[src/rtl/dcm_pkg.sv]
package dcm_pkg;
   // register layout; the maintenance engine decodes cmd_code directly
   localparam int unsigned BIT_EN     = 0;
   localparam int unsigned BIT_INV    = 1;
   localparam int unsigned CMD_LSB    = 2;
   localparam int unsigned CMD_W      = 3;
   localparam int unsigned BIT_GO     = 5;
   localparam int unsigned BIT_BURST  = 6;
   localparam int unsigned MON_EN_LSB = 8;

   function automatic logic code_defined(input logic [CMD_W-1:0] c);
      return (c == 3'd1) || (c == 3'd2) || (c == 3'd3);
   endfunction
endpackage

[src/rtl/dcm_req_bit.sv]
module dcm_req_bit #(
   parameter bit SET_WINS = 1'b1
) (
   input  logic clk,
   input  logic rst_n,
   input  logic set_i,
   input  logic busy_i,
   output logic req_o,
   output logic start_o
);
   logic req_d;

   generate
      if (SET_WINS) begin : g_set_first
         always_comb begin
            if (set_i)       req_d = 1'b1;
            else if (busy_i) req_d = 1'b0;
            else             req_d = req_o;
         end

         start_req_chk: assert property (@(posedge clk) disable iff (!rst_n)
            start_o |-> req_o);
      end else begin : g_clear_first
         always_comb begin
            if (busy_i)     req_d = 1'b0;
            else if (set_i) req_d = 1'b1;
            else            req_d = req_o;
         end
      end
   endgenerate

   always_ff @(posedge clk) begin
      if (!rst_n) begin
         req_o   <= 1'b0;
         start_o <= 1'b0;
      end else begin
         req_o   <= req_d;
         start_o <= set_i;
      end
   end


   busy_clear_chk: assert property (@(posedge clk) disable iff (!rst_n)
      (busy_i && !set_i) |=> !req_o);
endmodule

[src/rtl/dcm_cmd_reg.sv]
module dcm_cmd_reg
   import dcm_pkg::*;
(
   input  logic             clk,
   input  logic             rst_n,
   input  logic             wr_i,
   input  logic [CMD_W-1:0] code_i,
   input  logic             busy_i,
   output logic [CMD_W-1:0] code_o,
   output logic             code_ok_o
);
   assign code_ok_o = code_defined(code_i);

   always_ff @(posedge clk) begin
      if (!rst_n)              code_o <= '0;
      else if (wr_i && !busy_i) code_o <= code_i;
   end


   cmd_hold_chk: assert property (@(posedge clk) disable iff (!rst_n)
      busy_i |=> $stable(code_o));
endmodule

[src/rtl/dcm_mon_ctl.sv]
module dcm_mon_ctl #(
   parameter int unsigned NUM_MON = 4
) (
   input  logic               clk,
   input  logic               rst_n,
   input  logic               wr_i,
   input  logic [NUM_MON-1:0] en_i,
   input  logic [NUM_MON-1:0] clr_i,
   output logic [NUM_MON-1:0] en_o,
   output logic [NUM_MON-1:0] clr_o
);
   generate
      for (genvar i = 0; i < NUM_MON; i++) begin : g_mon
         always_ff @(posedge clk) begin
            if (!rst_n) begin
               en_o[i]  <= 1'b0;
               clr_o[i] <= 1'b0;
            end else begin
               if (wr_i) en_o[i] <= en_i[i];
               clr_o[i] <= wr_i & clr_i[i];
            end
         end
      end
   endgenerate


   clr_pulse_chk: assert property (@(posedge clk) disable iff (!rst_n)
      !wr_i |=> (clr_o == '0));
endmodule

[src/rtl/dcm_ctrl_reg.sv]
module dcm_ctrl_reg
   import dcm_pkg::*;
#(
   parameter int unsigned DATA_W  = 32,
   parameter int unsigned NUM_MON = 4
) (
   input  logic               clk,
   input  logic               rst_n,
   input  logic               reg_we,
   input  logic [DATA_W-1:0]  reg_wdata,
   output logic [DATA_W-1:0]  reg_rdata,
   input  logic               inv_busy,
   input  logic               cmd_busy,
   output logic               cache_en,
   output logic               inv_start,
   output logic [CMD_W-1:0]   cmd_code,
   output logic               cmd_start,
   output logic               rd_burst_sel,
   output logic [NUM_MON-1:0] mon_en,
   output logic [NUM_MON-1:0] mon_clr
);
   localparam int unsigned MON_CLR_LSB = MON_EN_LSB + NUM_MON;
   localparam int unsigned USED_W      = MON_CLR_LSB + NUM_MON;

   generate
      if (DATA_W < USED_W) begin : g_bad_width
         $error("DATA_W too narrow for the field layout");
      end
      if (NUM_MON == 0) begin : g_bad_mon
         $error("NUM_MON must be at least 1");
      end
   endgenerate

   logic en_q, burst_q, inv_req, go_req, code_ok;
   logic acc_inv, acc_go;

   assign acc_inv = reg_we & reg_wdata[BIT_INV] & en_q;
   assign acc_go  = reg_we & reg_wdata[BIT_GO] & en_q & ~cmd_busy
                    & ~inv_busy & code_ok;

   always_ff @(posedge clk) begin
      if (!rst_n) begin
         en_q    <= 1'b0;
         burst_q <= 1'b0;
      end else if (reg_we) begin
         en_q    <= reg_wdata[BIT_EN];
         burst_q <= reg_wdata[BIT_BURST];
      end
   end

   dcm_req_bit #(.SET_WINS(1'b1)) u_inv (
      .clk(clk), .rst_n(rst_n), .set_i(acc_inv), .busy_i(inv_busy),
      .req_o(inv_req), .start_o(inv_start));

   dcm_req_bit #(.SET_WINS(1'b1)) u_go (
      .clk(clk), .rst_n(rst_n), .set_i(acc_go), .busy_i(cmd_busy),
      .req_o(go_req), .start_o(cmd_start));

   dcm_cmd_reg u_cmd (
      .clk(clk), .rst_n(rst_n), .wr_i(reg_we),
      .code_i(reg_wdata[CMD_LSB +: CMD_W]), .busy_i(cmd_busy),
      .code_o(cmd_code), .code_ok_o(code_ok));

   dcm_mon_ctl #(.NUM_MON(NUM_MON)) u_mon (
      .clk(clk), .rst_n(rst_n), .wr_i(reg_we),
      .en_i(reg_wdata[MON_EN_LSB +: NUM_MON]),
      .clr_i(reg_wdata[MON_CLR_LSB +: NUM_MON]),
      .en_o(mon_en), .clr_o(mon_clr));

   assign cache_en     = en_q;
   assign rd_burst_sel = burst_q;

   always_comb begin
      reg_rdata                         = '0;
      reg_rdata[BIT_EN]                 = en_q;
      reg_rdata[BIT_INV]                = inv_req;
      reg_rdata[CMD_LSB +: CMD_W]       = cmd_code;
      reg_rdata[BIT_GO]                 = go_req;
      reg_rdata[BIT_BURST]              = burst_q;
      reg_rdata[MON_EN_LSB +: NUM_MON]  = mon_en;
   end


   inv_en_chk: assert property (@(posedge clk) disable iff (!rst_n)
      inv_start |-> $past(cache_en));

   go_guard_chk: assert property (@(posedge clk) disable iff (!rst_n)
      cmd_start |-> $past(cache_en && !cmd_busy && !inv_busy));

   go_code_chk: assert property (@(posedge clk) disable iff (!rst_n)
      cmd_start |-> (cmd_code == 3'd1 || cmd_code == 3'd2 || cmd_code == 3'd3));

   inv_keep_chk: assert property (@(posedge clk) disable iff (!rst_n)
      (reg_rdata[BIT_INV] && !inv_busy) |=> reg_rdata[BIT_INV]);
endmodule

[config.mk]
export PLATFORM = sky130hd
export DESIGN_NAME = dcm_ctrl_reg
export DESIGN_NICKNAME = d
export VERILOG_FILES = /design/src/rtl/dcm_pkg.sv /design/src/rtl/dcm_req_bit.sv /design/src/rtl/dcm_cmd_reg.sv /design/src/rtl/dcm_mon_ctl.sv /design/src/rtl/dcm_ctrl_reg.sv
export SDC_FILE = /design/constraint.sdc
export NUM_CORES = 1
export LEC_CHECK = 0
export ABC_CLOCK_PERIOD_IN_PS = 1000
export BUFFER_PORTS_ARGS = -buffer_cell sky130_fd_sc_hd__buf_2
export CAP_MARGIN = 15
export CELL_PAD_IN_SITES_DETAIL_PLACEMENT = 1
export CELL_PAD_IN_SITES_GLOBAL_PLACEMENT = 1
export CORE_UTILIZATION = 24
export DETAILED_ROUTE_END_ITERATION = 6
export PLACE_DENSITY = 0.88
export SKIP_CTS_REPAIR_TIMING = 1
export SLEW_MARGIN = 20
export SYNTH_ARGS = -nofsm -noshare
export SYNTH_HDL_FRONTEND = slang
export SYNTH_HIERARCHICAL = 1
export SYNTH_SLANG_ARGS = --single-unit
[constraint.sdc]
create_clock -name clk -period 1 [get_ports clk]
set_input_delay 0.2 -clock clk [delete_from_list [all_inputs] [get_ports clk]]
set_output_delay 0.2 -clock clk [all_outputs]
set_load 0.005 [all_outputs]
Yosys cells after proc, flatten, opt, wreduce, memory -nomap -nowiden
Index checks and enable logic that the tools add are counted.
{"block": "totals", "ff_bits": 17, "input_bits": 37, "output_inout_bits": 47}
{"block": "op_classes", "eq_ne": 3, "muxes": 4, "n_bitwise": 13, "reduce_logical": 6}
{"op": "$and 1x1->1", "n": 11}
{"op": "$eq 3x2->1 const B", "n": 2}
{"op": "$mux 1", "n": 4}
{"op": "$reduce_bool 2->1", "n": 2}
{"op": "$eq 3x1->1 const B", "n": 1}
{"op": "$logic_or 1x1->1", "n": 2}
{"op": "$not 1->1", "n": 2}
{"op": "$logic_and 1x1->1", "n": 1}
{"op": "$logic_not 1->1", "n": 1}

Longest topological paths before layout
{"block": "logic_depth", "word_depth": 6, "depth_mapped": 5, "mapped_depth_nobuf": 5}

Hierarchy
Netlist, hierarchy kept.
{"module": "dcm_ctrl_reg", "instances": 1, "cells_each": 43, "area_per_inst_um2": 346.6, "seq_area_each_um2": 40.0}
{"module": "dcm_mon_ctl", "instances": 1, "cells_each": 21, "area_per_inst_um2": 266.5, "seq_area_each_um2": 160.2}
{"module": "dcm_req_bit", "instances": 2, "cells_each": 5, "area_per_inst_um2": 67.6, "seq_area_each_um2": 40.0}
{"module": "dcm_cmd_reg", "instances": 1, "cells_each": 15, "area_per_inst_um2": 133.9, "seq_area_each_um2": 60.1}

Worst setup path after synthesis
OpenSTA, ideal clock, no wires.
{"block": "synth_timing", "path_kind": "reg-to-reg", "startpoint": "register en_q (netlist: cache_en)", "endpoint": "register u_go.start_o", "arrival_time_ps": 799, "required_ps": 941, "slack_ps": 141, "stages_incl_launch_ff": 4, "path_buffers": 0, "path_cell_list": "dfxtp_1 > nand2_2 > nor4_2 > and2_1"}
{"block": "synth_via", "elab_chain_cells": 4}
{"item": "start, declared", "line": "dcm_ctrl_reg.sv:34", "text": "logic en_q, burst_q, inv_req, go_req, code_ok;"}
{"item": "start signal, assigned", "line": "dcm_ctrl_reg.sv:46", "text": "en_q <= reg_wdata[BIT_EN];"}
{"item": "$and 1x1->1 (2 in series)", "line": "dcm_ctrl_reg.sv:38", "text": "assign acc_go = reg_we & reg_wdata[BIT_GO] & en_q & ~cmd_busy"}
{"item": "$and 1x1->1 (2 in series)", "line": "dcm_ctrl_reg.sv:39", "text": "& ~inv_busy & code_ok;"}
{"item": "net acc_go", "line": "dcm_ctrl_reg.sv:35", "text": "logic acc_inv, acc_go;"}
{"item": "end signal, assigned", "line": "dcm_req_bit.sv:38", "text": "start_o <= set_i;"}
{"item": "end, declared", "line": "dcm_req_bit.sv:9", "text": "output logic start_o"}
The timed path passes the listed nets, and every way through them passes these cells.
A chain may end at the register's enable or synchronous reset.

Worst setup path in the final report
{"block": "layout_timing", "startpoint": "register en_q (netlist: cache_en)", "endpoint": "output port cache_en"}
{"item": "end, declared", "line": "dcm_ctrl_reg.sv:14", "text": "output logic cache_en,"}
No word-level cell between the ends.

==> impl_metrics.tcl <==
set metrics [dict create \
    fmax_ghz 1.02 \
    reg2reg_setup_slack_ns 0.11 \
    drc 0 \
    nets 164 \
    ctsRootBufferMaster "clkbuf_4" \
    htree_levels 1 \
    finalCritPeriodShare 0.978 \
    rsz0062_at_grt "yes" \
    place_congestion 0.621 \
    r2r_start "cache_en$_SDFFE_PN0P_" \
    coreArea_sq_mm 0.00342 \
    status "finished clean" \
    post-route-util 0.307 \
    worstPathRequired_ns 0.80 \
    rr_endpoint "u_go/req_o$_SDFFE_PN0P_" \
    placed_area_sq_um 996 \
    crit_cells 1 \
    grt_first_pass_wirelength_um 2680 \
    leakage_nw 0.566 \
    finClkSkew_ns 0.000169 \
    clockPowerShare 0.283 \
    nFillCells 428 \
    crit_fanout 5 \
    critPathTopFamily "flip-flops" \
    cts_buffer_depth 2 \
    flow.area_growth_from_synthesis_pct 19.0 \
    clk_pin_slew_ns 0.09 \
    p_int_uw 963 \
    min_from "reg_wdata[3]" \
    path_buf_inv 1 \
    hold_class "in2reg" \
    synth-seq-cells 17 \
    io_pins 84 \
    peakVddDrop_mv 0.311 \
    cts_num_sinks 17 \
    fin_area_sq_mm 0.00105 \
    crit_slowest_cell "dfxtp_4" \
    critPathArrivalTime_ns 0.78 \
    synth_cells 89 \
    critical_path.max_stage_delay_ns 0.38 \
    route.antenna.remaining_nets 0 \
    grt_use_total 0.0892 \
    fin_ws_ns 0.0223 \
    synth_seq_area_share 0.386 \
    cp-start-kind "flip-flop" \
    initial_core_util 0.258 \
    synth_area_sq_um 882 \
    wl_per_cell_um 9.52 \
    grt_pass1_vias 609 \
    p_total_mw 1.28 \
    first_iter_violations 8 \
    cts_tree "built" \
    grt_antenna_before_repair 0 \
    tns_ns 0 \
    antenna_cells 0 \
    finalSetupViolCount 0 \
    cp-startpoint "cache_en$_SDFFE_PN0P_" \
    rows 21 \
    clk_latency_ns 0.28 \
    path_cells "buf_6" \
    port_buffers 45 \
    dr.pass1.iters 2 \
    powerDensity_mw_per_mm2 1220 \
    end_kind "output port" \
    grt_overflow 0 \
    post-place-ws_ns 0.0198 \
    reg2reg_depth 3 \
    finalHoldViolations 0 \
    synth-warning-count 6 \
    dp_hpwl_um 1300 \
    die_h_um 62.6 \
    switching_power_uw 321 \
    p_seq_frac 0.565 \
    crit_end "cache_en" \
    maxCapViolCount 0 \
    cts_made_buffers 3 \
    ys_types 14 \
    layout_min_cycle_time_ns 0.978 \
    grt_start_max_net_pins 21 \
    viasPerCell 3.70 \
    power_frac_comb 0.152 \
    die_w_um 62.6 \
    syn_area_per_cell_sq_um 9.91 \
    slew_viol_final 0 \
    dieArea_sq_mm 0.00392 \
    wl_um 1640 \
    worst-setup-path-type "reg2out" \
    sw_frac_of_total 0.250 \
    drive_above_1_share 0.548 \
    vias 637 \
]
## through the flow
stage               std cells  hold slack [ns]
global route              172            0.140
CTS                       172            0.149
floorplan                 109            0.317
detailed placement        168            0.460
global placement          168            0.458
finish                    172            0.154
## cells in the mapped netlist (all sizes together)
library cell,n,area share
dfxtp,17,0.39
and3,5,0.043
mux2i,9,0.10
buf,33,0.29
and2,2,0.014
o21a,2,0.017
nand2,8,0.037
nor2b,9,0.089
nor2,2,0.0085
nor4,1,0.014
conb,1,0.0043
## power by group through the flow
stage                     sequential, mW  clock (mW)  combinational [mW]
after floorplan                    0.741           0               0.168
after global placement             0.737           0               0.189
after detailed placement           0.738           0               0.193
after CTS                          0.723       0.390               0.193
after global routing               0.731       0.432               0.221
final                              0.726       0.363               0.195
## sequential cells by signal, indices dropped and copies added, names as in the netlist
register,flops
u_mon/en_o,4
rd_burst_sel,1
u_inv/req_o,1
u_cmd/code_o,3
u_inv/start_o,1
u_mon/clr_o,4
u_go/start_o,1
u_go/req_o,1
cache_en,1
## cells in the final DEF, fill, tap and decap left out, types with 2 or more instances in the layout
cell type and instances:
nor2b_4 3, nor2_1 2, nor2b_1 6, dfxtp_1 7, dfxtp_2 9, conb_1 21
buf_2 43, nand2_1 7, mux2i_1 9, and2_1 2, o21a_1 2, and3_2 5
buf_6 2, clkbuf_4 3
## worst min-delay path by stage
stage / slack, ns / to / cells past startpoint
after floorplan: 0.32 / u_go/req_o$_SDFFE_PN0P_ / 1
after global placement: 0.46 / u_mon/en_o[3]$_SDFFE_PN0P_ / 3
after detailed placement: 0.46 / u_mon/clr_o[1]$_SDFF_PN0_ / 2
after CTS: 0.15 / u_cmd/code_o[1]$_SDFFE_PN0P_ / 3
after global routing: 0.14 / u_cmd/code_o[0]$_SDFFE_PN0P_ / 3
final: 0.15 / u_cmd/code_o[1]$_SDFFE_PN0P_ / 3
## area by class of cell
cell class | count | area [sq um] | share of cell area
multi-input cells | 59 | 365 | 0.348
repair buffers | 46 | 245 | 0.234
flip-flops and latches | 17 | 355 | 0.338
clock buffers | 4 | 26.3 | 0.0250
well taps | 46 | 57.6 | 0.0548
## logic make-up (layout without fill, tap and decap cells)
kind of cell | after synthesis | after routing | synth area share
compound gates | 2 | 2 | 0.0170
buf+inv | 33 | 50 | 0.285
other cells | 1 | 21 | 0.00425
mux | 9 | 9 | 0.102
simple gates | 27 | 27 | 0.206
flops | 17 | 17 | 0.386
## layer usage
metal  wire length (um)  global-route usage
met4                 25              0.0523
met3                162              0.0219
met1                641              0.0977
met2                808               0.155
met5                  0                   0
Note: power is estimated with default switching activity, not from simulation.
